**src/rtl/div_pkg.sv**
```systemverilog
package div_pkg;
  typedef enum logic {
    ST_IDLE = 1'b0,
    ST_RUN  = 1'b1
  } div_state_e;
endpackage

```
**src/rtl/div_seq.sv**
```systemverilog
// Iteration sequencer: accepts a start when idle, counts iterations, pulses done.
module div_seq #(
  parameter int ITER = 33
) (
  input  logic clk,
  input  logic rst_n,
  input  logic start_i,
  output logic load_o,
  output logic step_o,
  output logic last_o,
  output logic busy_o,
  output logic done_o
);
  import div_pkg::*;

  localparam int CNT_W = $clog2(ITER + 1);

  div_state_e       state_q;
  logic [CNT_W-1:0] cnt_q;

  assign busy_o = (state_q == ST_RUN);
  assign load_o = (state_q == ST_IDLE) && start_i;
  assign step_o = busy_o;
  assign last_o = step_o && (cnt_q == CNT_W'(ITER - 1));

  always_ff @(posedge clk or negedge rst_n) begin
    if (!rst_n) begin
      state_q <= ST_IDLE;
      cnt_q   <= '0;
      done_o  <= 1'b0;
    end else begin
      done_o <= last_o;
      if (load_o) begin
        state_q <= ST_RUN;
        cnt_q   <= '0;
      end else if (step_o) begin
        cnt_q <= cnt_q + 1'b1;
        if (last_o) state_q <= ST_IDLE;
      end
    end
  end
endmodule

```
**src/rtl/div_core.sv**
```systemverilog
// Datapath: double-width remainder and divisor registers, quotient shift register.
module div_core #(
  parameter int DATA_W = 32
) (
  input  logic              clk,
  input  logic              rst_n,
  input  logic              load_i,
  input  logic              step_i,
  input  logic [DATA_W-1:0] dividend_i,
  input  logic [DATA_W-1:0] divisor_i,
  output logic [DATA_W-1:0] quotient_o,
  output logic [DATA_W-1:0] remainder_o,
  output logic              borrow_o
);
  localparam int WIDE = 2 * DATA_W;

  // Trial subtraction with one extra bit; its top bit is the borrow.
  function automatic logic [WIDE:0] trial_diff(input logic [WIDE-1:0] r,
                                               input logic [WIDE-1:0] d);
    return {1'b0, r} - {1'b0, d};
  endfunction

  logic [WIDE-1:0]   rem_q;
  logic [WIDE-1:0]   dvs_q;
  logic [DATA_W-1:0] quo_q;
  logic [WIDE:0]     diff;

  assign diff        = trial_diff(rem_q, dvs_q);
  assign borrow_o    = diff[WIDE];
  assign quotient_o  = quo_q;
  assign remainder_o = rem_q[DATA_W-1:0];

  always_ff @(posedge clk or negedge rst_n) begin
    if (!rst_n) begin
      rem_q <= '0;
      dvs_q <= '0;
      quo_q <= '0;
    end else if (load_i) begin
      rem_q <= {{DATA_W{1'b0}}, dividend_i};
      dvs_q <= {divisor_i, {DATA_W{1'b0}}};
      quo_q <= '0;
    end else if (step_i) begin
      if (!borrow_o) rem_q <= diff[WIDE-1:0];
      quo_q <= {quo_q[DATA_W-2:0], ~borrow_o};
      dvs_q <= dvs_q >> 1;
    end
  end
endmodule

```
**src/rtl/restoring_divider.sv**
```systemverilog
module restoring_divider #(
  parameter int DATA_W = 32
) (
  input  logic              clk,
  input  logic              rst_n,
  input  logic              start,
  input  logic [DATA_W-1:0] dividend,
  input  logic [DATA_W-1:0] divisor,
  output logic              busy,
  output logic              done,
  output logic [DATA_W-1:0] quotient,
  output logic [DATA_W-1:0] remainder,
  output logic              div_by_zero
);
  localparam int ITER = DATA_W + 1;

  // Named internal events, visible to the bound checker.
  logic load_evt;
  logic step_evt;
  logic last_evt;
  logic trial_borrow;

  div_seq #(.ITER(ITER)) u_seq (
    .clk     (clk),
    .rst_n   (rst_n),
    .start_i (start),
    .load_o  (load_evt),
    .step_o  (step_evt),
    .last_o  (last_evt),
    .busy_o  (busy),
    .done_o  (done)
  );

  div_core #(.DATA_W(DATA_W)) u_core (
    .clk         (clk),
    .rst_n       (rst_n),
    .load_i      (load_evt),
    .step_i      (step_evt),
    .dividend_i  (dividend),
    .divisor_i   (divisor),
    .quotient_o  (quotient),
    .remainder_o (remainder),
    .borrow_o    (trial_borrow)
  );

  // A zero divisor never borrows, so the datapath itself yields an all-ones
  // quotient and an untouched remainder; only the flag is kept here.
  always_ff @(posedge clk or negedge rst_n) begin
    if (!rst_n)        div_by_zero <= 1'b0;
    else if (load_evt) div_by_zero <= (divisor == '0);
  end
endmodule

```
**config.mk**
```make
export PLATFORM = sky130hd
export DESIGN_NAME = restoring_divider
export DESIGN_NICKNAME = d
export VERILOG_FILES = /design/src/rtl/div_pkg.sv /design/src/rtl/div_seq.sv /design/src/rtl/div_core.sv /design/src/rtl/restoring_divider.sv
export SDC_FILE = /design/constraint.sdc
export NUM_CORES = 1
export LEC_CHECK = 0
export BUFFER_PORTS_ARGS = -buffer_cell sky130_fd_sc_hd__buf_4
export CAP_MARGIN = 20
export CORE_ASPECT_RATIO = 1.2
export CORE_UTILIZATION = 60
export CTS_CLUSTER_DIAMETER = 120
export DETAILED_ROUTE_END_ITERATION = 7
export PLACE_DENSITY = 0.85
export SYNTH_ARGS = -nofsm -noshare
export SYNTH_HDL_FRONTEND = slang
export SYNTH_SLANG_ARGS = --single-unit
```
**constraint.sdc**
```tcl
create_clock -name clk -period 3.6 [get_ports clk]
set_input_delay 0.72 -clock clk [delete_from_list [all_inputs] [get_ports clk]]
set_output_delay 0.72 -clock clk [all_outputs]
set_load 0.03 [all_outputs]
```
==> metrics.csv <==
metric,value,unit
status,"finished, final reports clean",
drt-wirelength-per-cell,17.4,µm
cts_tree,built,
grt_start_max_net_pins,129,
finalHoldViolCount,0,
dp_hpwl,21.6,mm
grt_pass1_vias,10300,
fin_ws,0.205,ns
fp.dieW,128,µm
worst_slew_pin_slew,0.794,ns
hold_path_class,in2async,
skew,0.0118,ns
slowest_delay,0.39,ns
ant_nets,0,
cp_num_buf_inv,2,
drv_slew,0,
syn-num-nets,1505,
cp.arrival,3.74,ns
synth_edf_count,0,
insertion_delay,0.45,ns
cp_slowest_cell,fa_1,
r2r_start,u_core.rem_q[0]$_DFFE_PN0P_,
synthTopCellsByArea,"dfrtp_1 (37%), ha_1 (7.2%), nand2_1 (6.7%)",
setup_viol,0,
synth_compound_area_share,21.4,%
grt.met2_usage,54.3,%
ys_warn_count,0,
rsz0062_at_grt,false,
clk_path_buf_depth,2,
synth_common_cells,"nand2_1 (203), dfrtp_1 (169), o21ai_0 (130)",
whs,0.234,ns
synth_mux_area_share,3.15,%
drt-total-wl,29.5,mm
path_cells,inv_1 -> ha_1 -> fa_1 -> nand2b_1 -> a21oi_1 -> o21ai_0 -> o211a_1 -> a211o_1 -> a31oi_4 -> o21ai_4 -> buf_12 -> o41ai_2,
crit_required,3.94,ns
top_usage_layer,met2,
synth_top_family_by_area,compound AO/OA/AOI/OAI gates,
fillCellCount,1477,
dieHeight,153,µm
synth_xor_area_share,4.06,%
dp_slack,0.244,ns
drc,0,
synth_ff_type,dfrtp_1,
min_period,3.40,ns
fin_nets,1565,
met3_usage,3.96,%
grt_use_met1,38.7,%
synthAdderAreaFrac,7.40,%
cts_setup_buffers,0,
pin_count,134,
via_per_inst,6.09,
htreeDepth,4,
gp_congestion,0.942,
area.growth.synth_to_final,13.6,%
first_pass_iters,6,
ys_async_sr_fraction,100,%
critPathKind,reg2reg,
root_buffer,clkbuf_16,
syn_avg_cell_area,8.34,µm²
synth_top_area_cell,dfrtp_1,
globalRouteOverflowTotal,0,
synth.cell_area,0.0114,mm²
startpoint,u_core.rem_q[0]$_DFFE_PN0P_,
cts_sinks,169,
synth_cells,1371,
ys_seq_elements,169,
seq_area_frac_synth,37.0,%
drive_gt1_share,14.0,%
cp_max_fo,45,
path_delay_family,compound AO/OA/AOI/OAI gates,
track_usage,31.3,%
antenna_found_initial,0,
fin_crit_sh,94.3,%
drt_iter0_drc,831,
grt_pass1_wl,49.2,mm
synth_cell_types,62,
num_rows,54,
setup_tns,0,ns
vias,10300,
start_util,62.0,%
maxCapViolCount,0,
cts_buffers,17,
core-area,0.0184,mm²
synth_top_area_share,37.0,%
yosysMostFrequentCell,nand2_1,
fmax,295,MHz
dieArea,0.0196,mm²
num_antenna_cells,0,
cts_resized,0,
port_buffers,133,
synthSimpleGateAreaFrac,18.9,%
cts.clk_slew.worst_paths,0.08,ns
maxSlewHeadroom,46.8,%
cp-end-kind,flip-flop,
start_kind,flip-flop,
cts_hold_buf,0,
[area by class of cell]
type                            instances  area, µm²  share of cell area (%)
Multi-Input combinational cell       1002       6280                    48.4
Timing Repair Buffer                  157       1230                    9.49
Sequential cell                       169       4230                    32.6
Inverter                               84        315                    2.43
Clock inverter                         15        181                    1.40
Tap cell                              252        315                    2.43
Clock buffer                           17        425                    3.28
[registers in the layout, indices dropped and copies added, names as in the netlist]
register and count:
u_seq.busy_o 1, u_core.dvs_q 64, u_seq.cnt_q 6, u_core.rem_q 64, u_core.quotient_o 32, u_seq.done_o 1, div_by_zero 1
[worst paths after layout]
kind	to	slack, ns	cells after the start
worst min register to register	u_core.dvs_q[20]$_DFFE_PN0P_	0.48	2
min in group clk	u_core.rem_q[19]$_DFFE_PN0P_	0.47	3
worst min-delay path	u_core.quotient_o[7]$_DFFE_PN0P_	0.23	1
worst max-delay path	u_core.rem_q[51]$_DFFE_PN0P_	0.20	12
worst max register to register	u_core.rem_q[51]$_DFFE_PN0P_	0.20	12
max in group asynchronous	u_core.rem_q[56]$_DFFE_PN0P_	2.54	2
[through the flow]
stage	cells	util (%)	area (µm²)
6_report	1696	70.4	13000
3_5_place_dp	1664	67.1	12400
5_1_grt	1696	70.4	13000
2_1_floorplan	1371	-	11400
4_1_cts	1696	70.4	13000
3_3_place_gp	1664	67.1	12400
[layer usage]
layer | wire length, µm | part of all wire [%]
met2 | 14900 | 50
met5 | 0 | 0
met4 | 954 | 3.2
met1 | 12200 | 41
met3 | 1460 | 4.9
[logic make-up after synthesis]
group | Yosys count
and+or+nand+nor | 455
AOI/OAI and AO/OA | 391
buffers and inverters | 200
DFF | 169
adders and majority gates | 67
xor gates and xnor gates | 53
muxes | 36
[worst register-to-register path: cells and delay by family, from the launching register on]
kind / cells / cell delay (ns)
AOI/OAI and AO/OA: 7 / 1.83
adders and majority gates: 2 / 0.61
DFF: 1 / 0.37
buffers and inverters: 2 / 0.30
and+or+nand+nor: 1 / 0.19
[placed cells by master, fill, tap and decap left out, types with 13 or more instances in the layout]
cell,count
o21a_1,15
ha_1,66
xnor2_1,24
dfrtp_1,168
xor2_1,29
clkbuf_16,17
nand2b_1,30
o31ai_1,44
a21oi_1,85
nor4_1,13
nor2_1,38
o21bai_1,13
o21ai_0,130
nand3_1,90
nand2_1,202
buf_4,152
nand4_1,24
a21o_1,24
mux2i_1,36
inv_1,84
Power is not shown: default switching activity piles up to over one toggle a cycle in this logic, so the estimate is an artifact.
